<file path="src/rtl/pwm8_dual.sv">
module pwm8_dual #(
  parameter int PRE_W = 10
) (
  input  logic       clk,
  input  logic       rst_n,
  input  logic       phase_mode,
  input  logic [1:0] out_mode,
  input  logic [2:0] clk_sel,
  input  logic       cmp_wr,
  input  logic [7:0] cmp_wdata,
  output logic       wave,
  output logic [7:0] count,
  output logic       match
);
  localparam logic [7:0] TOP = 8'hFF;

  logic [PRE_W-1:0] pre, mask;
  logic [7:0] cnt, cmp_buf, cmp_act;
  logic up, tog, tick, lvl;

  always_comb begin
    case (clk_sel)
      3'd0:    mask = PRE_W'(0);
      3'd1:    mask = PRE_W'(7);
      3'd2:    mask = PRE_W'(31);
      3'd3:    mask = PRE_W'(63);
      3'd4:    mask = PRE_W'(127);
      3'd5:    mask = PRE_W'(255);
      default: mask = PRE_W'(1023);
    endcase
  end

  assign tick  = (pre & mask) == mask;
  assign count = cnt;
  assign match = tick && (cnt == cmp_act);

  always_ff @(posedge clk or negedge rst_n) begin
    if (!rst_n) pre <= '0;
    else        pre <= pre + 1'b1;
  end

  always_ff @(posedge clk or negedge rst_n) begin
    if (!rst_n)      cmp_buf <= '0;
    else if (cmp_wr) cmp_buf <= cmp_wdata;
  end

  always_ff @(posedge clk or negedge rst_n) begin
    if (!rst_n) begin
      cnt     <= '0;
      up      <= 1'b1;
      cmp_act <= '0;
      tog     <= 1'b0;
    end else if (tick) begin
      if (cnt == TOP) cmp_act <= cmp_buf;
      if (!phase_mode) begin
        cnt <= cnt + 8'd1;
        up  <= 1'b1;
        if (cnt == cmp_act) tog <= ~tog;
      end else if (up) begin
        cnt <= (cnt == TOP) ? 8'd254 : cnt + 8'd1;
        if (cnt >= 8'd254) up <= 1'b0;
      end else begin
        cnt <= (cnt == 8'd0) ? 8'd1 : cnt - 8'd1;
        if (cnt <= 8'd1) up <= 1'b1;
      end
    end
  end

  assign lvl = !phase_mode ? (cnt <= cmp_act)
             : (up ? (cnt < cmp_act) : (cnt <= cmp_act));

  always_comb begin
    case (out_mode)
      2'd0:    wave = 1'b0;
      2'd1:    wave = phase_mode ? 1'b0 : tog;
      2'd2:    wave = lvl;
      default: wave = ~lvl;
    endcase
  end

  assert_idle_hold_R1: assert property (@(posedge clk) disable iff (!rst_n)
    !tick |=> $stable(cnt));

  assert_fast_wrap_R2: assert property (@(posedge clk) disable iff (!rst_n)
    (tick && !phase_mode && cnt == TOP) |=> (cnt == 8'd0));

  assert_top_turn_R5: assert property (@(posedge clk) disable iff (!rst_n)
    (tick && phase_mode && cnt == TOP) |=> (cnt == 8'd254 && !up));

  assert_up_step_R5: assert property (@(posedge clk) disable iff (!rst_n)
    (tick && phase_mode && up && cnt < 8'd254) |=> (cnt == 8'($past(cnt) + 8'd1)));

  assert_cmp_hold_R7: assert property (@(posedge clk) disable iff (!rst_n)
    !(tick && cnt == TOP) |=> $stable(cmp_act));
endmodule

</file>
<file path="config.mk">
export PLATFORM = sky130hd
export DESIGN_NAME = pwm8_dual
export DESIGN_NICKNAME = d
export VERILOG_FILES = /design/src/rtl/pwm8_dual.sv
export SDC_FILE = /design/constraint.sdc
export NUM_CORES = 1
export LEC_CHECK = 0
export ABC_CLOCK_PERIOD_IN_PS = 3100
export CORE_MARGIN = 4
export CORE_UTILIZATION = 56
export CTS_CLUSTER_SIZE = 30
export DETAILED_ROUTE_END_ITERATION = 8
export HOLD_SLACK_MARGIN = 0.06
export PLACE_DENSITY_LB_ADDON = 0.2
export SLEW_MARGIN = 20
export SYNTH_ARGS = -nofsm -noshare
export SYNTH_HDL_FRONTEND = slang
export SYNTH_SLANG_ARGS = --single-unit
</file>
<file path="constraint.sdc">
create_clock -name clk -period 3.1 [get_ports clk]
set_clock_uncertainty 0.05 [all_clocks]
set_input_delay 0.93 -clock clk [delete_from_list [all_inputs] [get_ports clk]]
set_output_delay 0.93 -clock clk [all_outputs]
set_load 0.05 [all_outputs]
</file>
Yosys cells after proc, flatten, opt, wreduce, memory -nomap -nowiden
Cells that the tools add are included.

word-level totals
  bits in registers = 36
  bits of input ports = 17
  word-level logic and storage cells = 46

operators by class
  add/sub/neg operators = 3
  magnitude comparators = 4
  equality and inequality tests = 10
  multiplexer cells = 13
  bitwise logic cells = 4
  reductions and logical operators = 6

operators with widths
  operator                                                                          count
  10-bit case mux with 6 select lines                                               1
  8-bit 2-to-1 mux                                                                  4
  10-bit by 1-bit adder with 10-bit output, second input constant                   1
  10-bit AND                                                                        1
  10-bit == test                                                                    1
  8-bit by 1-bit adder with 8-bit output, second input constant                     1
  8-bit == test                                                                     1
  8-bit == test, second input constant                                              1
  8-bit greater-or-equal comparator, second input constant                          1
  8-bit by 1-bit less-or-equal comparator with 1-bit output, second input constant  1
  8-bit less-or-equal comparator                                                    1
  8-bit logical NOT                                                                 1
  8-bit less-than comparator                                                        1
  8-bit by 1-bit subtractor with 8-bit output, second input constant                1
  1-bit 2-to-1 mux                                                                  7
  3-bit by 2-bit == test with 1-bit output, second input constant                   2
  3-bit == test, second input constant                                              2
  3-bit by 1-bit == test with 1-bit output, second input constant                   1
  3-bit logical NOT                                                                 1
  1-bit inverter                                                                    3
  1-bit case mux with 3 select lines                                                1
  3-bit AND reduction                                                               1
  2-bit by 1-bit == test with 1-bit output, second input constant                   1
  2-bit == test, second input constant                                              1
  3 further kinds                                                                   3

Logic depth before layout (Yosys ltp)
Gate-level depths: netlist of run 1.

  depth after elaboration = 5
  depth in mapped cells = 8
  depth with buffers taken out = 7

Least setup slack after synthesis of run 1
Ideal clock, no wire load.

  path kind = in2out
  from = input clk_sel[1]
  to = output match
  arrival = 2.403 ns
  data required time = 2.120 ns
  slack = -0.283 ns
  stages = 4
  buffers on the path = 0
  cells stage by stage = o21ba_1 -> a2111oi_2 -> o21ai_1 -> nor2_1

between the ends
  word-level cells in the longest chain between the ends = 5
  elaborated cells on any way between the ends = 10

ends and longest elaborated chain
  item                                   line  source
  start: declaration                     8     input logic [2:0] clk_sel,
  3-bit == test (tied with other cells)  22    case (clk_sel)
  10-bit case mux with 6 select lines *  22
  10-bit AND                             33    assign tick = (pre & mask) == mask;
  10-bit == test *                       33
  1-bit logical AND *                    35    assign match = tick && (cnt == cmp_act);
  end: declaration                       13    output logic match

Mark *: on every way between the ends. The rest lies on a longest branch, timed or not.

Final worst setup path of run 1
  from = register cmp_act[1]
  to = output wave

between the ends
  word-level cells in the longest chain between the ends = 5
  elaborated cells on any way between the ends = 6

ends and longest elaborated chain
  item                                                                          line    source
  start: declaration                                                            18      logic [7:0] cnt, cmp_buf, cmp_act;
  start signal: assignment                                                      54      if (cnt == TOP) cmp_act <= cmp_buf;
  8-bit less-or-equal comparator or 8-bit less-than comparator (tied branches)  69, 70
  1-bit 2-to-1 mux                                                              70      : (up ? (cnt < cmp_act) : (cnt <= cmp_act));
  1-bit 2-to-1 mux *                                                            69      assign lvl = !phase_mode ? (cnt <= cmp_act)
  1-bit inverter                                                                77      default: wave = ~lvl;
  1-bit case mux with 3 select lines *                                          73      case (out_mode)
  end: declaration                                                              11      output logic wave,

Marked as above.

==> results of run 1 <==
[layout by cell type, fill, tap and decap left out, types with 3 or more instances in the layout]
cell                              count
sky130_fd_sc_hd__dfrtp_1             33
sky130_fd_sc_hd__buf_4               32
sky130_fd_sc_hd__clkdlybuf4s50_1     18
sky130_fd_sc_hd__inv_1               14
sky130_fd_sc_hd__ha_1                11
sky130_fd_sc_hd__a21oi_1             10
sky130_fd_sc_hd__nand2_1              9
sky130_fd_sc_hd__o21ai_0              9
sky130_fd_sc_hd__nor2_1               8
sky130_fd_sc_hd__mux2_2               8
sky130_fd_sc_hd__mux2_4               8
sky130_fd_sc_hd__xor2_1               7
sky130_fd_sc_hd__nand4_1              6
sky130_fd_sc_hd__xnor2_1              5
sky130_fd_sc_hd__o21ai_1              5
sky130_fd_sc_hd__nor3_1               5
sky130_fd_sc_hd__clkbuf_8             5
sky130_fd_sc_hd__o211ai_1             4
sky130_fd_sc_hd__ha_4                 3
sky130_fd_sc_hd__dlygate4sd2_1        3
[through the flow]
stage	hold WS [ns]	std cells	setup slack [ns]	total power, W
global placement	0.405	298	-0.314	0.00151
CTS	0.427	319	-0.0198	0.00203
floorplan	0.391	215	0.0144	0.00120
global route	0.440	323	-0.124	0.00222
detailed placement	0.415	298	-0.337	0.00153
finish	0.426	323	-0.0468	0.00210
[path summary, 6_finish.rpt]
kind / to / slack (ns)
worst max-delay path: wave / -0.05
worst min-delay path: tog$_DFFE_PN0P_ / 0.43
worst max register to register: cmp_act[2]$_DFFE_PN0P_ / 0.38
worst min register to register: tog$_DFFE_PN0P_ / 0.43
max in group asynchronous: count[1]$_DFFE_PN0N_ / 1.62
min in group asynchronous: count[7]$_DFFE_PN0N_ / 1.01
[final cells by class]
type	instances	area (um2)
Timing Repair Buffer	60	524
Fill cell	228	688
Clock inverter	3	42.5
Multi-Input combinational cell	156	1400
Sequential cell	36	905
Tap cell	48	60.1
Clock buffer	5	68.8
Inverter	15	56.3
[state kept, by name (all words and copies together), names as in the netlist]
register,flops
cmp_act,8
cmp_buf,8
count,8
pre,10
tog,1
up,1
[cell families after synthesis]
group                    count (synthesis)  synth area share
XOR/XNOR                                12            0.0472
AO/OA/AOI/OAI                           54             0.158
AND/OR/NAND/NOR                         58             0.163
buffers and inverters                   23            0.0438
multiplexers                            18             0.103
adder cells (fa/ha/maj)                 14            0.0787
flip-flops                              36             0.405
[where the power goes]
part	switching, W	internal (W)	total [W]	leakage [nW]
clock	0.000175	0.000238	0.000413	0.0541
sequential	0.0000554	0.000533	0.000588	0.446
combinational	0.000665	0.000436	0.00110	0.827
[per-layer routing]
| metal | track usage | wire length, um | vias to the layer above |
|---|---|---|---|
| li1 | - | - | 907 |
| met1 | 0.294 | 2370 | 956 |
| met2 | 0.415 | 2810 | 101 |
| met3 | 0.0455 | 406 | 29 |
| met4 | 0.121 | 278 | 0 |
| met5 | 0 | 0 | - |
[timing repair]
item	CTS	global route
gates resized for setup	31	12
pin swaps	14	7
endpoints found under the setup margin	2	13
buffers inserted	13	4
[worst max-delay path, stage by stage (launching register included)]
cell and delay [ns]:
sky130_fd_sc_hd__dfrtp_1 0.40, sky130_fd_sc_hd__inv_2 0.07, sky130_fd_sc_hd__ha_4 0.20, sky130_fd_sc_hd__nor2b_4 0.12, sky130_fd_sc_hd__o211ai_1 0.21, sky130_fd_sc_hd__a21oi_2 0.11, sky130_fd_sc_hd__or4_4 0.53, sky130_fd_sc_hd__nand3_4 0.09
sky130_fd_sc_hd__buf_8 0.14
==> impl_results.md, run 1 <==
* Tmin final at 3.15 ns
* Grt ovf at 0
* Async SR Flop Fraction at 1.00
* Transition at the pin with the smallest max-transition slack at 0.583 ns
* Static leakage power at 1.33 nW
* Number of CTS-inserted buffers at 5
* Ratio of cells with drive above 1 in the final layout at 0.356
* Synthesis Warnings at 0
* Worst IR drop on VDD at 0.000448 V
* Hold Vio Cnt, Final at 0
* Final clock period utilization by the worst path at 1.02
* Reported max-cap violation count at 0
* Antenna viol nets, final at 0
* Distinct cells, synth at 54
* Floorplan row count at 22
* Worst Setup Slack, final at -0.0468 ns
* P&R area growth vs syn at 37.2%
* TritonCTS clock tree: built
* Post-route core utilization at 0.816
* Clock input transition at the sequential cells of the worst setup and hold paths at 0.08 ns
* Setup-violating endpoint count in the final report at 1
* Critical Path Source: cmp_act[1]$_DFFE_PN0P_
* CTS sink count at 36
* Top-count cell post-synth: sky130_fd_sc_hd__dfrtp_1
* Cells taking the most area after synthesis: sky130_fd_sc_hd__dfrtp_1, sky130_fd_sc_hd__ha_1, sky130_fd_sc_hd__mux2_4
* Cell accounting for the most synthesized area: sky130_fd_sc_hd__dfrtp_1
* Total standard cell area after synthesis at 0.00223 mm2
* Count of port buffers added during placement at 26
* Antenna violations before repair at 0
* Most used standard cells in the synthesized netlist: sky130_fd_sc_hd__dfrtp_1, sky130_fd_sc_hd__inv_1, sky130_fd_sc_hd__ha_1, sky130_fd_sc_hd__a21oi_1, sky130_fd_sc_hd__o21ai_0
* Wire length per cell at 18.2 um
* Total cell area at the placement stage at 0.00267 mm2
* Crit path capture type: output pin
* Setup TNS after final layout at -0.0468 ns
* Startpoint of the lowest-slack register-to-register path: pre[4]$_DFF_PN0_
* Fraction of the yosys area taken by sequential cells at 0.405
* Number of enable flip-flop cells after synthesis at 0
* Worst min-delay path category: reg -> reg
* Final-stage net count at 305
* Areal power density over the cells at 688 mW/mm2
* Count of cells along the worst register-to-register path at 14
* Hold wc startpoint: tog$_DFFE_PN0P_
* Startpoint Class: flop
* CP max FO at 2
* Total routed wirelength at 5870 um
* Worst slew margin at 0.609
* Synthesized netlist cell count at 215
* Run status: complete, but fails checks
* Number of synthesized register bits at 36
* Required time worst endpoint at 2.12 ns
* Unrepaired setup endpoints after global routing: true
* Largest net degree at the start of global routing at 37
* Worst EP arrival at 2.17 ns
* # IOs at 27
* Violations in the final reports: negative setup slack
* Die ar. at 0.00505 mm2
* Post-DP HPWL at 3570 um
* Mean cell area of the mapped netlist at 10.4 um2
* DR pass1 iterations at 4
* Fraction of synthesized cell area taken by the top area cell type at 0.393
* Hold_buf cts at 0
* Residual DRC at 0
* Root buffer cell: sky130_fd_sc_hd__clkbuf_8
* Chip Width at 71.1 um
* Count of final max-slew check failures at 0
* Wire length of the first global-routing pass at 9640 um
* Level count of the clock H-tree at 2
* Mean number of vias per cell at 6.17
* Height of the die at 71.1 um
* Max Freq at 0.318 GHz
* Via count at 1993
* Iter 0 DRT Violations at 222
* Vias in the first global route at 1990
* Final instance area at 0.00306 mm2
* Initial Util at 0.595
* CTS max path bufs at 2
* Leading register cell type out of synthesis: sky130_fd_sc_hd__dfrtp_1
* Area of the core at 0.00374 mm2
* Global placer's final weighted congestion at 0.938
* Worst Setup Path Type: reg -> out
* Total routing usage reported by global routing at 0.244
* Number of diodes at 0
* Clk_lat worst skew at 0.29 ns
* Hold-critical path depth at 1
* Post-synthesis net count at 246
(Power assumes the default switching activity.)
==> inputs of run 2 (changes only) <==
--- a/config.mk
+++ b/config.mk
@@ -6,10 +6,12 @@
 export NUM_CORES = 1
 export LEC_CHECK = 0
 export ABC_CLOCK_PERIOD_IN_PS = 3100
+export CAP_MARGIN = 0
 export CORE_MARGIN = 4
 export CORE_UTILIZATION = 56
 export CTS_CLUSTER_SIZE = 30
 export DETAILED_ROUTE_END_ITERATION = 8
+export GPL_TIMING_DRIVEN = 1
 export HOLD_SLACK_MARGIN = 0.06
 export PLACE_DENSITY_LB_ADDON = 0.2
 export SLEW_MARGIN = 20
==> results of run 2 <==
No change in the layout: final DEF, timing and power equal those of run 1.
